$ cat src/rtl/pirq_pkg.sv
package pirq_pkg;
  localparam int DATA_W = 8;
  localparam int ADDR_W = 2;
  localparam int NUM_SRC = 3;

  localparam logic [ADDR_W-1:0] ADR_DIV = 2'd0;
  localparam logic [ADDR_W-1:0] ADR_ENA = 2'd1;
  localparam logic [ADDR_W-1:0] ADR_FLG = 2'd2;

  localparam logic [2:0] BASE_32K = 3'b010;

  // event source order inside the flag vector (flag bit = 4 + index)
  typedef enum logic [1:0] {
    SRC_UPD = 2'd0,
    SRC_ALM = 2'd1,
    SRC_PER = 2'd2
  } src_e;

  // stored enable vector: [0] square wave, [1] update, [2] alarm, [3] periodic
  localparam int ENA_SQW = 0;

  function automatic logic base_holds(input logic [2:0] b);
    return b[2:1] == 2'b11;
  endfunction
endpackage

$ cat src/rtl/pirq_rate_dec.sv
module pirq_rate_dec #(
  parameter int CNT_W = 15
) (
  input  logic [3:0]       code,
  output logic             active,
  output logic [CNT_W-1:0] period_mask,
  output logic [CNT_W-1:0] half_tap
);
  int expo;

  always_comb begin
    if (code == 4'd1)      expo = 7;
    else if (code == 4'd2) expo = 8;
    else if (code == 4'd0) expo = 0;
    else                   expo = int'(code) - 1;
    active = (code != 4'd0);
    for (int i = 0; i < CNT_W; i++) begin
      period_mask[i] = active && (i < expo);
      half_tap[i]    = active && (i == expo - 1);
    end
  end
endmodule

$ cat src/rtl/pirq_prescaler.sv
module pirq_prescaler #(
  parameter int CNT_W = 15
) (
  input  logic             clk,
  input  logic             rst_n,
  input  logic             tick,
  input  logic             run,
  input  logic             hold_clr,
  output logic [CNT_W-1:0] count
);
  always_ff @(posedge clk or negedge rst_n) begin
    if (!rst_n)           count <= '0;
    else if (hold_clr)    count <= '0;
    else if (run && tick) count <= count + 1'b1;
  end
endmodule

$ cat src/rtl/pirq_flags.sv
module pirq_flags #(
  parameter int N = 3
) (
  input  logic         clk,
  input  logic         rst_n,
  input  logic [N-1:0] evt,
  input  logic         rd_clr,
  output logic [N-1:0] flg
);
  for (genvar g = 0; g < N; g++) begin : g_flag
    always_ff @(posedge clk or negedge rst_n) begin
      if (!rst_n)      flg[g] <= 1'b0;
      else if (rd_clr) flg[g] <= evt[g];
      else if (evt[g]) flg[g] <= 1'b1;
    end
  end
endmodule

$ cat src/rtl/pirq_gen.sv
module pirq_gen
  import pirq_pkg::*;
#(
  parameter int CNT_W = 15
) (
  input  logic              clk,
  input  logic              rst_n,
  input  logic              tick_32k,
  input  logic              alarm_match,
  input  logic              update_ended,
  input  logic              bus_sel,
  input  logic              bus_wr,
  input  logic              bus_rd,
  input  logic [ADDR_W-1:0] bus_addr,
  input  logic [DATA_W-1:0] bus_wdata,
  output logic [DATA_W-1:0] bus_rdata,
  output logic              irq,
  output logic              sqw
);
  logic [6:0]         div_q;
  logic [3:0]         en_q;
  logic [NUM_SRC-1:0] flg;
  logic [NUM_SRC-1:0] evt;
  logic [CNT_W-1:0]   cnt;
  logic [CNT_W-1:0]   pmask;
  logic [CNT_W-1:0]   tap;
  logic               rate_on;
  logic               run;
  logic               hold;
  logic               pev;
  logic               wr_div;
  logic               wr_ena;
  logic               rd_flg;
  logic               irq_sum;

  assign wr_div = bus_sel && bus_wr && (bus_addr == ADR_DIV);
  assign wr_ena = bus_sel && bus_wr && (bus_addr == ADR_ENA);
  assign rd_flg = bus_sel && bus_rd && (bus_addr == ADR_FLG);

  always_ff @(posedge clk or negedge rst_n) begin
    if (!rst_n) begin
      div_q <= '0;
      en_q  <= '0;
    end else begin
      if (wr_div) div_q <= bus_wdata[6:0];
      if (wr_ena) en_q  <= bus_wdata[6:3];
    end
  end

  assign run  = (div_q[6:4] == BASE_32K);
  assign hold = base_holds(div_q[6:4]);

  pirq_prescaler #(.CNT_W(CNT_W)) u_pre (
    .clk      (clk),
    .rst_n    (rst_n),
    .tick     (tick_32k),
    .run      (run),
    .hold_clr (hold),
    .count    (cnt)
  );

  pirq_rate_dec #(.CNT_W(CNT_W)) u_dec (
    .code        (div_q[3:0]),
    .active      (rate_on),
    .period_mask (pmask),
    .half_tap    (tap)
  );

  // event on the pulse that wraps the selected low bits of the count
  assign pev = tick_32k && run && rate_on && ((cnt & pmask) == pmask);

  always_comb begin
    evt          = '0;
    evt[SRC_UPD] = update_ended;
    evt[SRC_ALM] = alarm_match;
    evt[SRC_PER] = pev;
  end

  pirq_flags #(.N(NUM_SRC)) u_flg (
    .clk    (clk),
    .rst_n  (rst_n),
    .evt    (evt),
    .rd_clr (rd_flg),
    .flg    (flg)
  );

  assign irq_sum = |(flg & en_q[3:1]);
  assign irq     = irq_sum;
  assign sqw     = en_q[ENA_SQW] && rate_on && (|(cnt & tap));

  always_comb begin
    bus_rdata = '0;
    if (bus_sel && bus_rd) begin
      case (bus_addr)
        ADR_DIV: bus_rdata = {1'b0, div_q};
        ADR_ENA: bus_rdata = {1'b0, en_q, 3'b000};
        ADR_FLG: bus_rdata = {irq_sum, flg, 4'b0000};
        default: bus_rdata = '0;
      endcase
    end
  end
endmodule

$ cat config.mk
export PLATFORM = sky130hd
export DESIGN_NAME = pirq_gen
export DESIGN_NICKNAME = d
export VERILOG_FILES = /design/src/rtl/pirq_pkg.sv /design/src/rtl/pirq_rate_dec.sv /design/src/rtl/pirq_prescaler.sv /design/src/rtl/pirq_flags.sv /design/src/rtl/pirq_gen.sv
export SDC_FILE = /design/constraint.sdc
export NUM_CORES = 1
export LEC_CHECK = 0
export ABC_AREA = 1
export BUFFER_PORTS_ARGS = -buffer_cell sky130_fd_sc_hd__buf_2
export CORE_MARGIN = 4
export CORE_UTILIZATION = 45
export CTS_CLUSTER_SIZE = 28
export DETAILED_ROUTE_END_ITERATION = 10
export PLACE_DENSITY_LB_ADDON = 0.1
export SYNTH_ARGS = -nofsm -noshare
export SYNTH_HDL_FRONTEND = slang
export SYNTH_HIERARCHICAL = 1
export SYNTH_SLANG_ARGS = --single-unit
$ cat constraint.sdc
create_clock -name clk -period 5.7 [get_ports clk]
set_clock_uncertainty 0.1 [all_clocks]
set_input_delay 0.285 -clock clk [delete_from_list [all_inputs] [get_ports clk]]
set_output_delay 0.285 -clock clk [all_outputs]
set_load 0.05 [all_outputs]
==> impl_metrics.yaml <==
hold_path:
  min_to: "u_flg/flg[1]$_DFFE_PN0P_"
  hold_depth: 3
  hp-start: "alarm_match"
  hold_path.class: "primary input to register"
worst_setup_path:
  critPathTopFamily: "simple AND/OR/NAND/NOR gates"
  crit_fanout: 11
  cp-end-kind: "output port"
  cp_common_cell: "nand2_1"
  cp.buffers_inverters: 2
  r2r-start: "div_q[3]$_DFFE_PN0P_"
  reg2reg_to: "u_flg/flg[2]$_DFFE_PN0P_"
  path_class: "register to output port"
  cp.required_ns: 5.32
  slowest_stage: "nor2_2"
  cp_cell_sequence: "nor2_2 > nand2_1 > ha_1 > nor2_1 > nand2_1 > nor2_1 > nand2_1 > inv_1 > nand2_1 > nor2_1 > nand2_1 > nand2_1 > nor2_1 > nand2_1 > nor2_1 > nor2_1 > buf_2"
  slowest_delay_ns: 0.56
  startpoint_type: "register"
  crit_cells: 17
  worst-endpoint-arrival_ns: 2.99
  reg2regPathDepth: 12
  rrSetupSlack_ns: 3.53
clock_network:
  clk_transition_reported_paths_ns: 0.07
  tritoncts_num_sinks: 29
  cts.hold.buffers_added: 1
  cts_buffers: 5
  cts_tree: "yes"
  cts.path.max_buffers: 2
  ctsResizeCount: 0
  htreeDepth: 2
  insertion_delay_ns: 0.28
  post_cts_buffers: 0
  cts_root_buffer: "clkbuf_8"
outcome:
  status: "finished, final reports clean"
cells_and_area:
  nNetsFinal: 478
  fillers: 603
  area_delta_synth_final_pct: 11.6
  fin_cells: 525
  post-route-util_pct: 51.6
  antenna_cells: 0
  drive_gt1_share_pct: 17.7
synthesis:
  ys_seq_area_share_pct: 28.5
  synth_compound_area_share_pct: 7.02
  syn_area_sq_mm: 0.00255
  syn_area_per_cell_sq_um: 6.09
  yosysMostFrequentCell: "nand2_1"
  synthMuxAreaShare_pct: 0
  ys_top_cells_by_area: "dfrtp_1, nand2_1, inv_1, nor2_1, ha_1"
  ys_ff_latch: 29
  synth_fa_ha_area_share_pct: 3.93
  synth_area_leader_cell: "dfrtp_1"
  synth_edf_count: 0
  synth_top_cell_area_share_pct: 28.5
  async_flop_share_pct: 100
  yosys_most_used_dff: "dfrtp_1"
  synth-simple-area-share_pct: 46.8
  synth_cells: 418
  synthXorXnorAreaFrac_pct: 0.344
  ys_top_cells_by_count: "nand2_1, inv_1, nor2_1, dfrtp_1, nand3_1"
  yosys.cell_types.count: 29
  synth_top_family_by_area: "simple AND/OR/NAND/NOR gates"
  ys_warn_count: 6
power_and_ir_drop:
  swShare_pct: 41.3
  finalPower_w: 0.000730
  p_clk_share_pct: 25.8
  switchingPower_w: 0.000302
  seqPwrFrac_pct: 35.6
  p_leak_nw: 1.58
  p_comb_share_pct: 38.6
  p_int_w: 0.000429
  powerDensity_mw_per_mm2: 257
  irDropWorstVdd_mv: 0.205
sta:
  hold_ws_ns: 0.0958
  hold_viol: 0
  finalSetupViolCount: 0
  drv_slew: 0
  finalCriticalPeriod_ns: 3.38
  rsz0062_at_grt: "no"
  fmax_ghz: 0.296
  slew-limit-headroom_pct: 55.9
  tns_ns: 0
  period_share_pct: 59.3
  tightest_slew_ns: 0.661
floorplan:
  num_io_pins: 28
  core-area_sq_mm: 0.00551
  rows: 27
  die_area_sq_mm: 0.00693
  start_util_pct: 46.3
  dieWidth_um: 83.2
  fp.dieH_um: 83.2
global_routing:
  gr-usage-all-layers_pct: 17.4
  grt_pass1_wl_um: 10000
  first_global_vias: 2286
  antenna_found_initial: 0
  grt-ovfl-total: 0
  grt_max_degree: 30
flow_run:
  maxCapViolations: 0
drt:
  drt-total-wl_um: 5620
  ant_nets: 0
  routedWlPerCell_um: 10.7
  routed_via_density: 4.60
  vias: 2415
  drtIter0Drc: 151
  drcViolationCount: 0
  first_pass_iters: 6
place:
  dp.cells: 516
  dp_hpwl_um: 4460
  gp_congestion: 0.895
  io_buffer_count: 26
[through the flow]
step | area [sq um] | setup WS, ns
floorplan | 2580 | 2.89
global placement | 2730 | 2.64
detailed placement | 2730 | 2.60
CTS | 2840 | 2.30
global route | 2840 | 2.02
finish | 2840 | 2.32
[power groups by stage]
stage | logic (W) | registers, W | clock network [W]
finish | 0.000282 | 0.000260 | 0.000188
global route | 0.000325 | 0.000266 | 0.000204
CTS | 0.000284 | 0.000261 | 0.000192
detailed placement | 0.000282 | 0.000265 | 0
global placement | 0.000279 | 0.000264 | 0
floorplan | 0.000237 | 0.000256 | 0
[layer usage]
metal  GRT usage [%]  wire length [um]
met3            3.17               177
met1            23.7              2780
met2            28.3              2590
met5               0                 0
met4            4.90                82
[flip-flops by register name, summed over array words and instances, names as in the netlist]
signal / count
u_flg/flg: 3
u_pre/count: 15
div_q: 7
en_q: 4
[kinds of logic (layout without fill, tap and decap cells)]
| logic type | after synthesis | after routing |
|---|---|---|
| AOI/OAI and AO/OA | 29 | 29 |
| xor gates and xnor gates | 1 | 1 |
| adders and majority gates | 8 | 8 |
| buffers and inverters | 80 | 107 |
| DFF | 29 | 29 |
| other | 2 | 10 |
| and+or+nand+nor | 269 | 269 |
[cell type report]
class | instances | area, sq um | share of cell area [%]
Clock inverter | 1 | 5.00 | 0.176
Multi-Input combinational cell | 317 | 1520 | 53.3
Sequential cell | 29 | 726 | 25.5
Timing Repair Buffer | 27 | 140 | 4.93
Clock buffer | 7 | 96.3 | 3.39
Tap cell | 72 | 90.1 | 3.17
Inverter | 72 | 270 | 9.50
[how the worst max path moves through the flow]
| stage | startpoint | end | slack [ns] |
|---|---|---|---|
| final | div_q[3]$_DFFE_PN0P_ | sqw | 2.32 |
| after global routing | div_q[3]$_DFFE_PN0P_ | sqw | 2.02 |
| after CTS | div_q[3]$_DFFE_PN0P_ | sqw | 2.30 |
| after detailed placement | div_q[3]$_DFFE_PN0P_ | sqw | 2.60 |
| after global placement | div_q[3]$_DFFE_PN0P_ | sqw | 2.64 |
| after floorplan | div_q[3]$_DFFE_PN0P_ | sqw | 2.89 |
[placed cells by master, fill, tap and decap left out, types with 2 or more instances in the layout]
| cell type | instances |
|---|---|
| o21ai_1 | 5 |
| o21ai_2 | 7 |
| nand2_1 | 157 |
| inv_2 | 7 |
| clkbuf_8 | 7 |
| ha_1 | 8 |
| inv_1 | 64 |
| o21ai_0 | 8 |
| nor2_2 | 8 |
| nor2_1 | 60 |
| nor3_2 | 2 |
| conb_1 | 10 |
| nand2_2 | 8 |
| nor2_4 | 4 |
| buf_2 | 26 |
| nand3_2 | 6 |
| a21oi_1 | 7 |
| nand2_4 | 2 |
| dfrtp_1 | 29 |
| nand3_1 | 18 |
[tightest hold or removal path: cells and delay by family]
kind / cells / cell delay, ns
buffers and inverters: 2 / 0.10
AND/OR/NAND/NOR: 1 / 0.05
(Power assumes the default switching activity.)
